<file path="src/rtl/cidcap_pkg.sv">
package cidcap_pkg;
  localparam int unsigned CHAR_W_DEF = 8;
  localparam int unsigned SYNC_DEF   = 2;
endpackage

</file>
<file path="src/rtl/cidcap_sync.sv">
module cidcap_sync #(
  parameter int unsigned W      = 1,
  parameter int unsigned STAGES = 2
) (
  input  logic         clk,
  input  logic         rst_n,
  input  logic [W-1:0] d,
  output logic [W-1:0] q
);
  logic [W-1:0] stg_q [STAGES];
  logic [W-1:0] stg_d [STAGES];

  always_comb begin
    stg_d[0] = d;
    for (int i = 1; i < STAGES; i++) stg_d[i] = stg_q[i-1];
  end

  always_ff @(posedge clk or negedge rst_n) begin
    if (!rst_n) begin
      for (int i = 0; i < STAGES; i++) stg_q[i] <= '0;
    end else begin
      for (int i = 0; i < STAGES; i++) stg_q[i] <= stg_d[i];
    end
  end

  assign q = stg_q[STAGES-1];
endmodule

</file>
<file path="src/rtl/cidcap_rise.sv">
module cidcap_rise #(
  parameter int unsigned W = 1
) (
  input  logic         clk,
  input  logic         rst_n,
  input  logic [W-1:0] lvl,
  output logic [W-1:0] rise
);
  logic [W-1:0] prev_q;

  always_ff @(posedge clk or negedge rst_n) begin
    if (!rst_n) prev_q <= '0;
    else        prev_q <= lvl;
  end

  assign rise = lvl & ~prev_q;
endmodule

</file>
<file path="src/rtl/cidcap_shift.sv">
module cidcap_shift #(
  parameter int unsigned W = 8
) (
  input  logic         clk,
  input  logic         rst_n,
  input  logic         shift_en,
  input  logic         bit_in,
  output logic [W-1:0] word
);
  logic [W-1:0] sh_q, sh_d;

  always_comb begin
    sh_d = sh_q;
    if (shift_en) sh_d = {bit_in, sh_q[W-1:1]};
  end

  always_ff @(posedge clk or negedge rst_n) begin
    if (!rst_n) sh_q <= '0;
    else        sh_q <= sh_d;
  end

  assign word = sh_q;
endmodule

</file>
<file path="src/rtl/cidcap_deliver.sv">
module cidcap_deliver #(
  parameter int unsigned W = 8
) (
  input  logic         clk,
  input  logic         rst_n,
  input  logic         load,
  input  logic         ack,
  input  logic [W-1:0] word_in,
  output logic [W-1:0] char_out,
  output logic         valid_out,
  output logic         ovr_out
);
  logic [W-1:0] char_q, char_d;
  logic         vld_q, vld_d;
  logic         pend_q, pend_d;
  logic         ovr_q, ovr_d;

  always_comb begin
    char_d = char_q;
    if (load) char_d = word_in;
    vld_d  = load;
    pend_d = load | (pend_q & ~ack);
    ovr_d  = (ovr_q & ~ack) | (load & pend_q & ~ack);
  end

  always_ff @(posedge clk or negedge rst_n) begin
    if (!rst_n) begin
      char_q <= '0;
      vld_q  <= 1'b0;
      pend_q <= 1'b0;
      ovr_q  <= 1'b0;
    end else begin
      char_q <= char_d;
      vld_q  <= vld_d;
      pend_q <= pend_d;
      ovr_q  <= ovr_d;
    end
  end

  assign char_out  = char_q;
  assign valid_out = vld_q;
  assign ovr_out   = ovr_q;
endmodule

</file>
<file path="src/rtl/cid_word_capture.sv">
module cid_word_capture
  import cidcap_pkg::*;
#(
  parameter int unsigned CHAR_W      = CHAR_W_DEF,
  parameter int unsigned SYNC_STAGES = SYNC_DEF
) (
  input  logic              clk,
  input  logic              rst_ni,
  input  logic              ser_data_i,
  input  logic              ser_clk_i,
  input  logic              word_rdy_i,
  input  logic              host_ack_i,
  output logic [CHAR_W-1:0] char_o,
  output logic              char_valid_o,
  output logic              overrun_o
);
  localparam int unsigned NLINES = 3;

  logic              rst_n;
  logic [1:0]        rst_sh_q;
  logic [NLINES-1:0] raw_lines, syn_lines;
  logic [1:0]        rises;
  logic [CHAR_W-1:0] shift_word;

  // reset: asserts asynchronously, releases after two clean edges
  always_ff @(posedge clk or negedge rst_ni) begin
    if (!rst_ni) rst_sh_q <= 2'b00;
    else         rst_sh_q <= {rst_sh_q[0], 1'b1};
  end
  assign rst_n = rst_sh_q[1];

  // line order: [2]=word ready, [1]=data clock, [0]=data
  assign raw_lines = {word_rdy_i, ser_clk_i, ser_data_i};

  cidcap_sync #(.W(NLINES), .STAGES(SYNC_STAGES)) u_sync (
    .clk(clk), .rst_n(rst_n), .d(raw_lines), .q(syn_lines)
  );

  cidcap_rise #(.W(2)) u_rise (
    .clk(clk), .rst_n(rst_n), .lvl(syn_lines[2:1]), .rise(rises)
  );

  cidcap_shift #(.W(CHAR_W)) u_shift (
    .clk(clk), .rst_n(rst_n), .shift_en(rises[0]),
    .bit_in(syn_lines[0]), .word(shift_word)
  );

  cidcap_deliver #(.W(CHAR_W)) u_deliver (
    .clk(clk), .rst_n(rst_n), .load(rises[1]), .ack(host_ack_i),
    .word_in(shift_word), .char_out(char_o),
    .valid_out(char_valid_o), .ovr_out(overrun_o)
  );
endmodule

</file>
<file path="config.mk">
export PLATFORM = sky130hd
export DESIGN_NAME = cid_word_capture
export DESIGN_NICKNAME = d
export VERILOG_FILES = /design/src/rtl/cidcap_pkg.sv /design/src/rtl/cidcap_sync.sv /design/src/rtl/cidcap_rise.sv /design/src/rtl/cidcap_shift.sv /design/src/rtl/cidcap_deliver.sv /design/src/rtl/cid_word_capture.sv
export SDC_FILE = /design/constraint.sdc
export NUM_CORES = 1
export LEC_CHECK = 0
export BUFFER_PORTS_ARGS = -buffer_cell sky130_fd_sc_hd__buf_2
export CAP_MARGIN = 30
export CELL_PAD_IN_SITES_DETAIL_PLACEMENT = 0
export CELL_PAD_IN_SITES_GLOBAL_PLACEMENT = 2
export CORE_MARGIN = 3
export CORE_UTILIZATION = 40
export DETAILED_ROUTE_END_ITERATION = 6
export GPL_TIMING_DRIVEN = 0
export HOLD_SLACK_MARGIN = 0.05
export PLACE_DENSITY = 0.77
export SLEW_MARGIN = 20
export SYNTH_ARGS = -nofsm -noshare
export SYNTH_HDL_FRONTEND = slang
export SYNTH_HIERARCHICAL = 1
export SYNTH_SLANG_ARGS = --single-unit
</file>
<file path="constraint.sdc">
create_clock -name clk -period 1.4 [get_ports clk]
set_input_delay 0.28 -clock clk [delete_from_list [all_inputs] [get_ports clk]]
set_output_delay 0.28 -clock clk [all_outputs]
set_load 0.01 [all_outputs]
</file>
==> impl_metrics.toml, run 1 <==
[status]
outcome = "finished, final reports clean"

[timing]
rsz0062_at_grt = "false"
worst_slack_ns = 0.272
setup_violations = 0
slew_violations = 0
hold_ws_ns = 0.126
skew_ns = 0.00646
fmax_mhz = 886
fin_crit_ns = 1.13
hold_violations = 0
tns_ns = 0
min_period_over_period_pct = 80.6

[yosys]
synth.area.top_cells = "dfrtp_1 (70%), mux2_4 (23%), nor2b_4 (2.6%)"
syn_nets = 60
synthDominantCellAreaShare_pct = 69.7
synth_largest_area_cell = "dfrtp_1"
synth_cells = 54
ys_warn_count = 6
synth.avg_cell_area_um2 = 19.3
synth-seq-area-share_pct = 69.7
ys_ff_latch = 29
synth_area_um2 = 1040
synth_cell_types = 9

[die]
die-area_um2 = 3250
core_um2 = 2340
die_w_um = 57.0
rows = 17
die_h_um = 57.0
initial_core_util_pct = 44.5
ios = 16

[route]
drcViolationCount = 0
viasPerCell = 4.58
firstDrtPassIters = 2
wl_um = 1400
dr.first_iter.drc_count = 2
vias = 504
routedWlPerCell_um = 12.8
ant_nets = 0

[cts]
clock_latency_ns = 0.32
cts_buffers = 5
cts_tree = "built"
clk_pin_slew_ns = 0.09
clock_path_buffers = 2
clockRootBuffer = "clkbuf_4"
htreeDepth = 2
postCtsResizedCells = 0
cts_sinks = 29
cts_hold_buf = 4
cts_setup_buffers = 0

[finish]
design_area_um2 = 1290
num-fill-cells = 203
post_route_cells_drive_above_1_share_pct = 54.9
nets = 87
most-common-layout-cells = "dfrtp_1 (29), mux2_4 (16), buf_2 (15)"
layout.cells.non_filler = 110
final_common_cell = "dfrtp_1"
n_antenna_cell = 0
area_growth_pct = 23.8

[placement]
gp_congestion = 0.640
place_ws_ns = 0.291
dpl_cell_area_um2 = 1180
placedCellCount = 98
port_buffers = 15

[critical_path]
ff2ff_setup_slack_ns = 0.28
cpLargestDelayFamily = "flip-flops"
cp.required_ns = 1.12
cpMaxStageDelayCell = "dfrtp_1"
crit_arrival_ns = 0.85
cp_slowest_stage_delay_ns = 0.39
cp-end-kind = "output port"
worstSetupStartpointType = "flip-flop"
r2r-start = "u_rise/prev_q[1]$_DFF_PN0_"
cp-startpoint = "u_deliver/char_out[3]$_DFFE_PN0P_"
crit_fanout = 2
crit_cells = 1
crit_buf_inv = 1
r2r-end = "u_deliver/char_out[6]$_DFFE_PN0P_"
critical_path.cell_chain = "buf_2"
path_class = "reg -> out"
ff2ff_path_depth = 3
crit_path_end = "char_o[3]"

[global_route]
grt_pass1_wl_um = 2510
grt_pass1_vias = 544
antenna_found_initial = 0
grt_start_max_net_pins = 20
overflow = 0
grt_util_all_layers_pct = 10.9

[run]
maxCapViolCount = 0

[pwr]
power_density_nw_per_um2 = 1750
max-vdd-ir-drop_v = 0.000882
p_leak_nw = 0.646

[worst_hold_path]
hp-class = "in -> reg"
per-stage QoR:
step	utilization, %	power [mW]
floorplan	-	1.54
global placement	49.2	1.69
detailed placement	50.4	1.73
CTS	55.1	2.32
global route	55.1	2.42
finish	55.1	2.26
sequential cells by signal, summed over array words and instances (netlist names):
signal / flops
u_deliver/char_out: 8
u_sync/stg_d: 3
u_rise/prev_q: 2
u_deliver/valid_out: 1
u_deliver/pend_q: 1
u_sync/q: 3
u_deliver/ovr_out: 1
u_shift/word: 8
rst_sh_q: 2
worst min path at each step:
stage,end,startpoint,cells after the start
final,u_deliver/ovr_out$_DFF_PN0_,host_ack_i,2
after global routing,u_deliver/ovr_out$_DFF_PN0_,host_ack_i,2
after CTS,u_deliver/ovr_out$_DFF_PN0_,host_ack_i,2
after detailed placement,rst_sh_q[1]$_DFF_PN0_,rst_ni,1
after global placement,rst_sh_q[0]$_DFF_PN0_,rst_ni,1
after floorplan,rst_sh_q[0]$_DFF_PN0_,rst_ni,0
synth_stat cells:
master    n
a21oi_1   1
mux2_4   16
nor2b_4   2
buf_6     2
a21o_2    1
dfrtp_1  29
inv_1     1
conb_1    1
nor2_1    1
per-layer routing:
layer	GRT usage [%]	part of all wire, %	vias up
met5	0	0	-
met4	7.95	3.4	0
met3	6.11	7.3	7
met2	14.5	47	14
met1	13.2	43	248
li1	-	-	235
layout make-up:
| cell class | count | area (um^2) | share of cell area (%) |
|---|---|---|---|
| Sequential cell | 29 | 726 | 56.3 |
| Inverter | 1 | 3.75 | 0.291 |
| Buffer | 2 | 22.5 | 1.75 |
| Timing Repair Buffer | 20 | 143 | 11.1 |
| Clock buffer | 7 | 65.1 | 5.05 |
| Clock inverter | 1 | 5.00 | 0.388 |
| Tap cell | 28 | 35.0 | 2.72 |
| Multi-Input combinational cell | 22 | 289 | 22.4 |
logic make-up after synthesis:
group	synth area share [%]
buf+inv	2.52
simple gates	3.00
mux	23.1
other cells	0.360
compound gates	1.32
flops	69.7
power breakdown:
group	internal [mW]	total [mW]	leakage, nW	switching (mW)
Clock	0.291	0.561	0.0413	0.270
Sequential	1.05	1.18	0.348	0.135
Combinational	0.357	0.517	0.257	0.159
No activity file was read; power rests on OpenSTA's default activity.
==> run 2, diff against run 1 <==
--- a/config.mk
+++ b/config.mk
@@ -10,11 +10,11 @@
 export CELL_PAD_IN_SITES_DETAIL_PLACEMENT = 0
 export CELL_PAD_IN_SITES_GLOBAL_PLACEMENT = 2
 export CORE_MARGIN = 3
-export CORE_UTILIZATION = 40
+export CORE_UTILIZATION = 36
 export DETAILED_ROUTE_END_ITERATION = 6
 export GPL_TIMING_DRIVEN = 0
 export HOLD_SLACK_MARGIN = 0.05
-export PLACE_DENSITY = 0.77
+export PLACE_DENSITY = 0.73
 export SLEW_MARGIN = 20
 export SYNTH_ARGS = -nofsm -noshare
 export SYNTH_HDL_FRONTEND = slang
==> constraint.sdc (replaced) <==
create_clock -name clk -period 1 [get_ports clk]
set_input_delay 0.2 -clock clk [delete_from_list [all_inputs] [get_ports clk]]
set_output_delay 0.2 -clock clk [all_outputs]
set_load 0.01 [all_outputs]
==> impl_metrics.toml, run 2 (synthesis gave the netlist of run 1 again) <==
[critical_path]
crit_fanout = 10
path_class = "reg -> reg"
worstSetupStartpointType = "flip-flop"
ff2ff_path_depth = 3
crit_arrival_ns = 1.32
ff2ff_setup_slack_ns = -0.11
cp.required_ns = 1.21
cp-end-kind = "flip-flop"

[pwr]
p_clk_share_pct = 19.6
p_leak_nw = 0.692
power.switching_uw = 844
power_frac_comb_pct = 30.3
power_frac_seq_pct = 50.1
internal_power_mw = 2.45
swShare_pct = 25.6
power_density_nw_per_um2 = 2420
total_power_mw = 3.29
max-vdd-ir-drop_v = 0.00136

[route]
vias = 546
viasPerCell = 4.40
drcViolationCount = 0
wl_met2_um = 706
top_layer = "met4"
ant_nets = 0
wl_um = 1520
wl_met3_um = 117
met1_length_um = 665
routedWlPerCell_um = 12.2
firstDrtPassIters = 4
dr.first_iter.drc_count = 2

[die]
rows = 18
die-area_um2 = 3570
core_um2 = 2610
ios = 16
die_h_um = 59.8
initial_core_util_pct = 39.8
die_w_um = 59.8

[timing]
setup_violations = 25
fin_crit_ns = 1.11
worst_slack_ns = -0.112
skew_ns = 0.0118
min_period_over_period_pct = 111
max_slew_margin_pct = 54.9
fmax_mhz = 900
hold_violations = 0
rsz0062_at_grt = "true"
tightest_slew_ns = 0.676
slew_violations = 0

[placement]
gp_congestion = 0.600
placedCellCount = 100
place_ws_ns = -0.114
port_buffers = 15
hpwl_um = 963

[cts]
clock_path_buffers = 2
cts_buffers = 5
cts_tree = "built"
clock_latency_ns = 0.32
clockRootBuffer = "clkbuf_4"
cts_sinks = 29
htreeDepth = 2
clk_pin_slew_ns = 0.09

[finish]
area_growth_pct = 30.8
post_route_cells_drive_above_1_share_pct = 58.5
n_antenna_cell = 0
seqCellArea_um2 = 726
nets = 99
fin_util_pct = 52.1
final_common_cell = "dfrtp_1"
multi_input_area_um2 = 289
most-common-layout-cells = "dfrtp_1 (29), mux2_4 (16), buf_2 (15)"
num-fill-cells = 240
layout.cells.non_filler = 124

[run]
maxCapViolCount = 0

[global_route]
grt_start_max_net_pins = 18
grt_pass1_vias = 586
grt_pass1_wl_um = 2630
overflow = 0
antenna_found_initial = 0
grt_util_all_layers_pct = 10.7

[worst_hold_path]
hp-class = "in -> async"

[status]
outcome = "finished with violations"
violations = "setup timing"
-- run 2: cell count changes in the layout (fill, tap and decap cells not counted) --
cell / previous run / this run
buf_12: 0 / 1
buf_16: 1 / 0
buf_4: 0 / 11
buf_6: 2 / 1
buf_8: 0 / 1
clkbuf_1: 0 / 1
clkbuf_8: 2 / 0
clkinv_2: 1 / 2
dlygate4sd3_1: 4 / 5
-- run 2: power by group through the flow --
| stage | Sequential, mW | Clock, mW | Combinational (mW) |
|---|---|---|---|
| after detailed placement | 1.69 | 0 | 0.712 |
| final | 1.65 | 0.647 | 0.998 |
| after floorplan | 1.72 | 0 | 0.439 |
| after CTS | 1.65 | 0.683 | 0.926 |
| after global routing | 1.70 | 0.742 | 1.09 |
| after global placement | 1.68 | 0 | 0.690 |
-- run 2: worst max-delay path, cell delays in order, from the launching register on --
cell     delay [ns]
dfrtp_1        0.40
nor2b_4        0.14
buf_12         0.15
mux2_4         0.30
-- run 2: layer usage --
metal	up-vias	GRT usage, %
li1	258	-
met1	268	12.0
met2	15	15.7
met3	5	6.70
met4	0	5.70
met5	-	0
-- run 2: repair_timing --
item / in CTS / in global routing
gates resized for setup: 2 / 1
endpoints found under the hold margin: 6 / 0
hold buffers: 5 / 0
buffers inserted: 7 / 4
endpoints found under the setup margin: 26 / 27
-- run 2: layout make-up --
type | count | share of cell area (%)
multi-input combinational | 22 | 21.2
clock inverter | 2 | 0.735
clock buffer | 6 | 3.03
inverter | 1 | 0.276
buffer | 2 | 2.57
tap | 30 | 2.76
sequential | 29 | 53.3
timing repair buffer | 32 | 16.1
-- run 2: worst paths after layout --
| path | end | from |
|---|---|---|
| min in group clk | u_sync/q[1]$_DFF_PN0_ | u_sync/stg_d[1]$_DFF_PN0_ |
| worst min-delay path | rst_sh_q[0]$_DFF_PN0_ | rst_ni |
| worst max register to register | u_deliver/char_out[6]$_DFFE_PN0P_ | u_rise/prev_q[1]$_DFF_PN0_ |
| worst max-delay path | u_deliver/char_out[6]$_DFFE_PN0P_ | u_rise/prev_q[1]$_DFF_PN0_ |
| worst min register to register | u_sync/stg_d[1]$_DFF_PN0_ | rst_sh_q[1]$_DFF_PN0_ |
| max in group asynchronous | u_shift/word[0]$_DFFE_PN0P_ | rst_sh_q[1]$_DFF_PN0_ |
-- run 2: through the flow --
stage          hold WS [ns]  cell area, um^2  setup TNS [ns]
6_report              0.179             1360           -1.84
3_5_place_dp        -0.0120             1160           -1.45
5_1_grt               0.171             1360           -2.86
2_1_floorplan       -0.0956             1040          -0.805
3_3_place_gp        -0.0134             1150           -5.35
4_1_cts               0.158             1330           -2.11
==> run 3, diff against run 2 <==
--- a/config.mk
+++ b/config.mk
@@ -5,7 +5,7 @@
 export SDC_FILE = /design/constraint.sdc
 export NUM_CORES = 1
 export LEC_CHECK = 0
-export BUFFER_PORTS_ARGS = -buffer_cell sky130_fd_sc_hd__buf_2
+export BUFFER_PORTS_ARGS = -buffer_cell sky130_fd_sc_hd__buf_4
 export CAP_MARGIN = 30
 export CELL_PAD_IN_SITES_DETAIL_PLACEMENT = 0
 export CELL_PAD_IN_SITES_GLOBAL_PLACEMENT = 2
==> impl_metrics.toml, run 3 (synthesis gave the netlist of run 1 again) <==
[timing]
min_period_over_period_pct = 110
max_slew_margin_pct = 62.2
tns_ns = -1.84
fin_crit_ns = 1.10
slew_violations = 0
tightest_slew_ns = 0.567
hold_ws_ns = 0.194
skew_ns = 0.0124
hold_violations = 0
worst_slack_ns = -0.104
rsz0062_at_grt = "true"
setup_violations = 28
fmax_mhz = 906

[die]
die_w_um = 59.8
initial_core_util_pct = 39.8
core_um2 = 2610
ios = 16
die_h_um = 59.8
rows = 18
die-area_um2 = 3570

[finish]
n_antenna_cell = 0
final_common_cell = "dfrtp_1"
post_route_cells_drive_above_1_share_pct = 58.1
area_growth_pct = 40.4
most-common-layout-cells = "dfrtp_1 (29), mux2_4 (16), buf_4 (15)"
nets = 98
num-fill-cells = 219

[cts]
cts_sinks = 29
clock_path_buffers = 2
htreeDepth = 2
cts_buffers = 5
cts_tree = "built"
clockRootBuffer = "clkbuf_4"
clock_latency_ns = 0.32
clk_pin_slew_ns = 0.08

[critical_path]
ff2ff_setup_slack_ns = -0.10
r2r-start = "u_rise/prev_q[1]$_DFF_PN0_"
crit_fanout = 9
ff2ff_path_depth = 3
cp.required_ns = 1.20
crit_path_end = "u_deliver/char_out[6]$_DFFE_PN0P_"
r2r-end = "u_deliver/char_out[6]$_DFFE_PN0P_"
cp-end-kind = "flip-flop"
cp-startpoint = "u_rise/prev_q[1]$_DFF_PN0_"
path_class = "reg -> reg"
worstSetupStartpointType = "flip-flop"
crit_arrival_ns = 1.31

[route]
firstDrtPassIters = 2
viasPerCell = 4.44
top_layer = "met4"
met1_length_um = 684
vias = 546
drcViolationCount = 0
wl_um = 1480
ant_nets = 0
wl_met2_um = 668
wl_met3_um = 85
dr.first_iter.drc_count = 7
routedWlPerCell_um = 12.0

[global_route]
antenna_found_initial = 0
grt_start_max_net_pins = 15
grt_pass1_wl_um = 2500
grt_pass1_vias = 559
overflow = 0
grt_util_all_layers_pct = 10.1

[run]
maxCapViolCount = 0

[worst_hold_path]
hp-class = "in -> async"

[status]
outcome = "finished with violations"
violations = "setup timing"

[pwr]
max-vdd-ir-drop_v = 0.00196
p_leak_nw = 0.722
power_density_nw_per_um2 = 2580

[placement]
place_ws_ns = -0.122
gp_congestion = 0.615
hpwl_um = 928
port_buffers = 15
==> run 3: worst min path at each step <==
stage            from               endpoint
4_1_cts        rst_ni  rst_sh_q[0]$_DFF_PN0_
3_5_place_dp   rst_ni  rst_sh_q[0]$_DFF_PN0_
2_1_floorplan  rst_ni  rst_sh_q[0]$_DFF_PN0_
3_3_place_gp   rst_ni  rst_sh_q[0]$_DFF_PN0_
5_1_grt        rst_ni  rst_sh_q[0]$_DFF_PN0_
6_report       rst_ni  rst_sh_q[0]$_DFF_PN0_
==> run 3: power breakdown <==
group / switching [mW] / total, mW / internal (mW) / leakage (nW)
sequential: 0.220 / 1.69 / 1.47 / 0.348
clock: 0.372 / 0.969 / 0.597 / 0.0455
combinational: 0.269 / 1.11 / 0.840 / 0.329
total: 0.861 / 3.77 / 2.91 / 0.722
==> run 3: layer usage <==
metal	up-vias	global-route usage (%)
met3	7	4.54
met5	-	0
met1	266	12.0
met4	0	7.59
met2	16	14.2
li1	257	-
==> run 3: per-stage QoR <==
stage | cell area (um^2) | instances | power [mW] | util, %
after global routing | 1460 | 123 | 3.98 | 55.9
after CTS | 1440 | 120 | 3.77 | 55.1
after detailed placement | 1210 | 100 | 2.49 | 46.2
final | 1460 | 123 | 3.77 | 55.9
after global placement | 1190 | 99 | 2.47 | 45.6
after floorplan | 1040 | 54 | 2.16 | -
==> run 3: cell type report <==
| cell class | count | area [um^2] | area share (%) |
|---|---|---|---|
| Buffer | 2 | 30.0 | 2.05 |
| Tap cell | 30 | 37.5 | 2.57 |
| Clock inverter | 1 | 30.0 | 2.05 |
| Clock buffer | 7 | 55.1 | 3.77 |
| Timing Repair Buffer | 31 | 290 | 19.9 |
| Sequential cell | 29 | 726 | 49.7 |
| Multi-Input combinational cell | 22 | 289 | 19.8 |
| Inverter | 1 | 3.75 | 0.257 |
==> run 3: critical path, cell delays in order (launching register included) <==
cell	delay [ns]
dfrtp_1	0.40
nor2b_4	0.13
buf_8	0.16
mux2_4	0.30
==> run 3: what timing repair did <==
item | 4_1_cts | 5_1_grt
setup buffers | 7 | 3
resized for setup | 12 | 0
endpoints found under the setup margin | 26 | 28
endpoints found under the hold margin | 6 | 0
hold buffers | 5 | 0
